===== config.mk =====
export PLATFORM = sky130hd
export DESIGN_NAME = rcrom_front
export DESIGN_NICKNAME = d
export VERILOG_FILES = /design/src/rtl/rcrom_front.sv
export SDC_FILE = /design/constraint.sdc
export NUM_CORES = 1
export LEC_CHECK = 0
export BUFFER_PORTS_ARGS = -buffer_cell sky130_fd_sc_hd__buf_2
export CELL_PAD_IN_SITES_DETAIL_PLACEMENT = 0
export CELL_PAD_IN_SITES_GLOBAL_PLACEMENT = 1
export CORE_AREA = 8 8 116 118
export CTS_CLUSTER_SIZE = 28
export DETAILED_ROUTE_END_ITERATION = 10
export DIE_AREA = 0 0 124 126
export GPL_TIMING_DRIVEN = 0
export PLACE_DENSITY_LB_ADDON = 0.1
export SYNTH_ARGS = -nofsm -noshare
export SYNTH_HDL_FRONTEND = slang
export SYNTH_SLANG_ARGS = --single-unit

===== constraint.sdc =====
create_clock -name clk -period 8.51 [get_ports clk]
set_clock_uncertainty 0.05 [all_clocks]
set_input_delay 0 -clock clk [delete_from_list [all_inputs] [get_ports clk]]
set_output_delay 0 -clock clk [all_outputs]
set_load 0.02 [all_outputs]

===== src/rtl/rcrom_front.sv =====
module rcrom_front #(
  parameter int ROW_W  = 9,
  parameter int COL_W  = 9,
  parameter int DATA_W = 16,
  parameter int LAT    = 2
) (
  input  logic              clk,
  input  logic              rst_n,
  input  logic              row_stb_n,
  input  logic              col_stb_n,
  input  logic              burst_sel,
  input  logic [DATA_W-1:0] bus_in,
  output logic [DATA_W-1:0] bus_out,
  output logic              bus_oe
);
  localparam int ADDR_W = ROW_W + COL_W;
  localparam int CNT_W  = $clog2(LAT + 1);
  localparam logic [CNT_W-1:0] LAT_C = CNT_W'(LAT);

  function automatic logic [DATA_W-1:0] rom_word(input logic [ADDR_W-1:0] a);
    logic [ADDR_W+15:0] p;
    logic [ADDR_W-1:0]  hi;
    p  = {16'd0, a} * (ADDR_W+16)'(40503);
    hi = (a >> 16) << 14;
    return p[DATA_W-1:0] ^ DATA_W'(hi);
  endfunction

  logic              ras_q, cas_q, act_q, burst_q, first_q;
  logic [ROW_W-1:0]  row_q;
  logic [ADDR_W-1:0] addr_q;
  logic [CNT_W-1:0]  lat_q;
  logic [DATA_W-1:0] dout_q;

  wire ras_fall = ras_q & ~row_stb_n;
  wire cas_fall = act_q & cas_q & ~col_stb_n;
  wire [ADDR_W-1:0] pin_addr  = {row_q, bus_in[COL_W-1:0]};
  wire [ADDR_W-1:0] next_addr = (burst_q & ~first_q) ? addr_q + ADDR_W'(1) : pin_addr;

  always_ff @(posedge clk) begin
    if (!rst_n) begin
      ras_q   <= 1'b1;
      cas_q   <= 1'b1;
      act_q   <= 1'b0;
      burst_q <= 1'b0;
      first_q <= 1'b0;
      row_q   <= '0;
      addr_q  <= '0;
      lat_q   <= '0;
      dout_q  <= '0;
    end else begin
      ras_q  <= row_stb_n;
      cas_q  <= col_stb_n;
      dout_q <= rom_word(addr_q);
      if (row_stb_n) begin
        act_q <= 1'b0;
        lat_q <= '0;
      end else if (ras_fall) begin
        act_q   <= 1'b1;
        row_q   <= bus_in[ROW_W-1:0];
        burst_q <= burst_sel;
        first_q <= 1'b1;
        lat_q   <= '0;
      end else if (cas_fall) begin
        addr_q  <= next_addr;
        first_q <= 1'b0;
        lat_q   <= CNT_W'(1);
      end else if (col_stb_n) begin
        lat_q <= '0;
      end else if (act_q && lat_q != '0 && lat_q != LAT_C) begin
        lat_q <= lat_q + CNT_W'(1);
      end
    end
  end

  assign bus_oe  = act_q & ~cas_q & (lat_q == LAT_C);
  assign bus_out = dout_q;
endmodule


==> results_tabular.tex <==
\begin{tabular}{lr}
\hline
Metric & Value \\
\hline
\multicolumn{2}{l}{\textbf{Synth}} \\
\quad Synth warnings & 0 \\
\quad EDFF count, synth & 0 \\
\quad Biggest area contributors in the synthesized netlist & sky130\_fd\_sc\_hd\_\_dfxtp\_1, sky130\_fd\_sc\_hd\_\_fa\_1, sky130\_fd\_sc\_hd\_\_ha\_1 \\
\quad Sequential area share after synthesis & about 22\% \\
\quad Top cell type's share of synthesized area & between 20 and 25\% \\
\quad Asr flop ratio synth & 0\% \\
\quad Number of distinct library cell variants in the gate-level netlist after synthesis & 52 \\
\quad Synth area leader & sky130\_fd\_sc\_hd\_\_dfxtp\_1 \\
\quad Synthesized area per cell & a little under 9 um\^{}2 \\
\quad Post-synth top flop & sky130\_fd\_sc\_hd\_\_dfxtp\_1 \\
\quad Mapped Area & roughly 4500 um\^{}2 \\
\quad Yosys reg bits & 50 \\
\quad Number of instances in the synthesized netlist & between 500 and 600 \\
\quad Post-synth net total & $\sim$640 \\
\multicolumn{2}{l}{\textbf{Timing}} \\
\quad Maximum clock frequency & just over 200 MHz \\
\quad Relative slew margins & between 40\% and 50\% \\
\quad Max-slew violation count & 0 \\
\quad Setup repair after global routing missed its margin & false \\
\quad Worst-case setup margin in the final layout & roughly 3.5 ns \\
\quad Crit share post-route & between 50\% and 60\% \\
\quad Final period demand of the worst path & 4.97 ns \\
\quad Transition time of the tightest slew-check pin & 0.795 ns \\
\quad Number of hold violations in the final report & 0 \\
\quad Setup violations, final & 0 \\
\quad Final sum of negative setup slack & 0 ns \\
\multicolumn{2}{l}{\textbf{Pwr}} \\
\quad Power share of the combinational group & under 10\% \\
\quad Switching Fraction & around a quarter \\
\quad Total leakage power & about 2.5 nW \\
\quad Post-layout power & 0.540 mW \\
\quad Power per cell area & 104 nW/um\^{}2 \\
\quad Max IR drop VDD & $\sim$0.089 mV \\
\quad Sequential group share of total power & 44.9\% \\
\quad Cell-internal power & 0.407 mW \\
\quad Switching power summed over all nets & 0.133 mW \\
\quad Part of the power in the clock network & between 40\% and 50\% \\
\multicolumn{2}{l}{\textbf{Layout}} \\
\quad Area added between synthesis and finish & 14.4\% \\
\quad Commonest non-fill, non-tap cells in the layout & sky130\_fd\_sc\_hd\_\_inv\_1, sky130\_fd\_sc\_hd\_\_ha\_1, sky130\_fd\_sc\_hd\_\_dfxtp\_1 \\
\quad Commonest non-fill, non-tap cell in the layout & sky130\_fd\_sc\_hd\_\_inv\_1 \\
\quad Layout filler cell count & around 1.2k \\
\quad Share of cells above drive strength 1 & under 10\% \\
\quad Antenna diodes & 0 \\
\quad Total Nets Final & 693 \\
\multicolumn{2}{l}{\textbf{Worst setup path}} \\
\quad Worst R2R End & bus\_out[15] \\
\quad Endpoint arrival time on the critical path & 5.09 ns \\
\quad Slowest CP cell & sky130\_fd\_sc\_hd\_\_fa\_1 \\
\quad Type of element capturing the critical path & register \\
\quad Startpoint of the lowest-slack register-to-register path & addr\_q[10] \\
\quad Largest fanout on the critical path & 5 \\
\quad Critical Path Max Stage Delay & between 0.5 and 0.6 ns \\
\quad Crit path required time & 8.63 ns \\
\quad CP Launch Type & register \\
\quad Crit-path leading delay family & adder cells \\
\quad Worst path most repeated cell & sky130\_fd\_sc\_hd\_\_fa\_1 \\
\quad Number of buffers and inverters on the critical path & 3 \\
\quad Critical path start-end classification & reg2reg \\
\quad Internal reg-to-reg setup slack & 3.54 ns \\
\quad R2R cell count & 15 \\
\quad Critical Path, Cell by Cell & ha\_1 > fa\_1 > inv\_1 > fa\_1 > inv\_1 > fa\_1 > inv\_1 > fa\_1 > fa\_1 > xor2\_1 > xnor2\_1 > xnor3\_1 > xnor2\_1 > xnor2\_1 > nor2\_1 \\
\multicolumn{2}{l}{\textbf{Die}} \\
\quad Io pins & 38 \\
\quad Horizontal die dimension & between 100 and 150 um \\
\quad Row count & 40 \\
\quad Area of the core & approximately 12,000 um\^{}2 \\
\quad Die Y & between 100 and 150 um \\
\quad Die Footprint & between 15,000 and 20,000 um\^{}2 \\
\quad Effective utilization at floorplan & between 30 and 40\% \\
\multicolumn{2}{l}{\textbf{Clock tree}} \\
\quad Clock Path Buffers & 2 \\
\quad Sink Count & 50 \\
\quad Latest clock arrival within the worst-skew pair & around 0.3 ns \\
\quad Total number of H-tree levels & 2 \\
\quad Clock slew at the register clock pins of the worst setup and hold paths & 0.07 ns \\
\quad Clock tree root driver cell & sky130\_fd\_sc\_hd\_\_clkbuf\_16 \\
\quad CTS-repair resized insts & 0 \\
\quad CTS tree & yes \\
\quad TritonCTS buffer count & 5 \\
\multicolumn{2}{l}{\textbf{Drt}} \\
\quad Detailed Route Iter0 Violations & 230 \\
\quad Drt via density & 4.94 \\
\quad Vias & 3,540 \\
\quad Remaining DRCs & 0 \\
\quad Final routed wirelength across all metal layers & between 10 and 15 mm \\
\quad Routed wirelength normalized by instance count & 15.9 um \\
\quad Length of the first detailed-routing pass in iterations & 4 \\
\quad Remaining antenna violation count & 0 \\
\multicolumn{2}{l}{\textbf{Worst hold path}} \\
\quad Source of the worst hold timing path & row\_stb\_n \\
\quad Worst-case hold path end point & lat\_q[1] \\
\quad Hold path depth & 4 \\
\quad Class of the worst hold path & in2reg \\
\multicolumn{2}{l}{\textbf{Global route}} \\
\quad Total congestion overflow after global routing & 0 \\
\quad Antenna violations before repair & 0 \\
\quad Global Route Usage Sum & between 15 and 20\% \\
\quad Via count of the first global-routing pass & around 3.7k \\
\quad Global-route wire length before repair & between 15 and 20 mm \\
\quad Pin count of the biggest net entering global routing & 17 \\
\multicolumn{2}{l}{\textbf{Placement}} \\
\quad Dpl hpwl & roughly 9.3 mm \\
\quad Pre-CTS worst setup slack & around 3.6 ns \\
\quad Count of buffers from port buffering & 30 \\
\quad Global placer's final weighted congestion & between 0.8 and 0.9 \\
\multicolumn{2}{l}{\textbf{Run status}} \\
\quad Result of the run & finished clean \\
\multicolumn{2}{l}{\textbf{Run}} \\
\quad Max-cap check violation count & 0 \\
\hline
\end{tabular}
## what timing repair did
item | 4_1_cts | 5_1_grt
setup buffers | 0 | 0
hold endpoints to repair | 23 | 0
hold buffers | 14 | 0
## final cells by class
type / instances / area [um^2] / area share (%)
multi-input combinational: 353 / 3070 / 59.4
sequential: 50 / 1000 / 19.3
inverter: 101 / 379 / 7.32
timing repair buffer: 44 / 290 / 5.61
tap: 147 / 184 / 3.55
clock buffer: 6 / 139 / 2.68
buffer: 14 / 72.6 / 1.40
clock inverter: 2 / 38.8 / 0.749
## layer usage
metal | GRT usage, % | vias to the layer above | part of all wire [%]
met2 | 24.9 | 77 | 46
met4 | 4.34 | 0 | 1.6
met1 | 21.4 | 1667 | 48
li1 | - | 1783 | -
met3 | 2.19 | 13 | 4.1
met5 | 0 | - | 0
## cell usage after synthesis, types with 2 or more instances
library cell and n:
sky130_fd_sc_hd__a21oi_1 32, sky130_fd_sc_hd__nand2b_1 7, sky130_fd_sc_hd__o211ai_1 4, sky130_fd_sc_hd__nand3_1 5, sky130_fd_sc_hd__dfxtp_1 50, sky130_fd_sc_hd__and2b_1 2
sky130_fd_sc_hd__a21oi_2 5, sky130_fd_sc_hd__nor4_1 4, sky130_fd_sc_hd__xnor2_1 18, sky130_fd_sc_hd__xor2_1 8, sky130_fd_sc_hd__ha_1 61, sky130_fd_sc_hd__o21ai_0 19
sky130_fd_sc_hd__and2_1 6, sky130_fd_sc_hd__o21bai_1 2, sky130_fd_sc_hd__o21ai_1 15, sky130_fd_sc_hd__o21a_1 4, sky130_fd_sc_hd__o22ai_1 2, sky130_fd_sc_hd__nor2b_1 4
sky130_fd_sc_hd__inv_1 101, sky130_fd_sc_hd__nand2_1 42, sky130_fd_sc_hd__clkbuf_1 11, sky130_fd_sc_hd__nor2_1 22, sky130_fd_sc_hd__a21o_1 4, sky130_fd_sc_hd__nor3_1 12
sky130_fd_sc_hd__fa_1 42, sky130_fd_sc_hd__and3_1 2, sky130_fd_sc_hd__a21boi_0 2, sky130_fd_sc_hd__a22oi_1 4, sky130_fd_sc_hd__nand4_1 3, sky130_fd_sc_hd__nor3b_1 3
## flip-flops by register name (all words and copies together), names as in the netlist
signal	cells
addr_q	18
bus_out	16
row_q	9
lat_q	2
act_q	1
burst_q	1
cas_q	1
first_q	1
ras_q	1
## worst min-delay path, cell delays in order
cell and delay [ns]:
sky130_fd_sc_hd__buf_2 0.11, sky130_fd_sc_hd__nand2b_4 0.12, sky130_fd_sc_hd__or3_4 0.13, sky130_fd_sc_hd__a21oi_1 0.04
## kinds of logic (layout without fill, tap and decap cells)
| group | Yosys count | in the layout | share of synthesized area [%] |
|---|---|---|---|
| adders and majority gates | 103 | 103 | 35.4 |
| buffers and inverters | 115 | 167 | 9.98 |
| muxes | 1 | 1 | 0.221 |
| AOI/OAI and AO/OA | 101 | 101 | 13.4 |
| DFF | 50 | 50 | 22.1 |
| and+or+nand+nor | 121 | 121 | 13.4 |
| xor gates and xnor gates | 27 | 27 | 5.53 |
## stage by stage
step	utilization [%]	hold WS (ns)	std cells	cell area, um^2
2_1_floorplan	-	0.0307	518	4530
3_3_place_gp	41.5	0.174	695	4860
3_5_place_dp	41.5	0.181	695	4860
4_1_cts	44.2	0.0831	717	5180
5_1_grt	44.2	0.113	717	5180
6_report	44.2	0.0826	717	5180
## worst max path at each step
stage | start | end | cells past startpoint
2_1_floorplan | addr_q[9] | bus_out[15] | 15
3_3_place_gp | addr_q[10] | bus_out[15] | 15
3_5_place_dp | addr_q[10] | bus_out[15] | 15
4_1_cts | addr_q[10] | bus_out[15] | 15
5_1_grt | addr_q[5] | bus_out[13] | 17
6_report | addr_q[10] | bus_out[15] | 15
## power by group through the flow
stage | registers, mW | logic, mW | clock network (mW)
3_3_place_gp | 0.248 | 0.0432 | 0
4_1_cts | 0.242 | 0.0488 | 0.255
2_1_floorplan | 0.248 | 0.0272 | 0
5_1_grt | 0.243 | 0.0545 | 0.261
6_report | 0.242 | 0.0481 | 0.250
3_5_place_dp | 0.248 | 0.0437 | 0
Note: power is estimated with default switching activity, not from simulation.
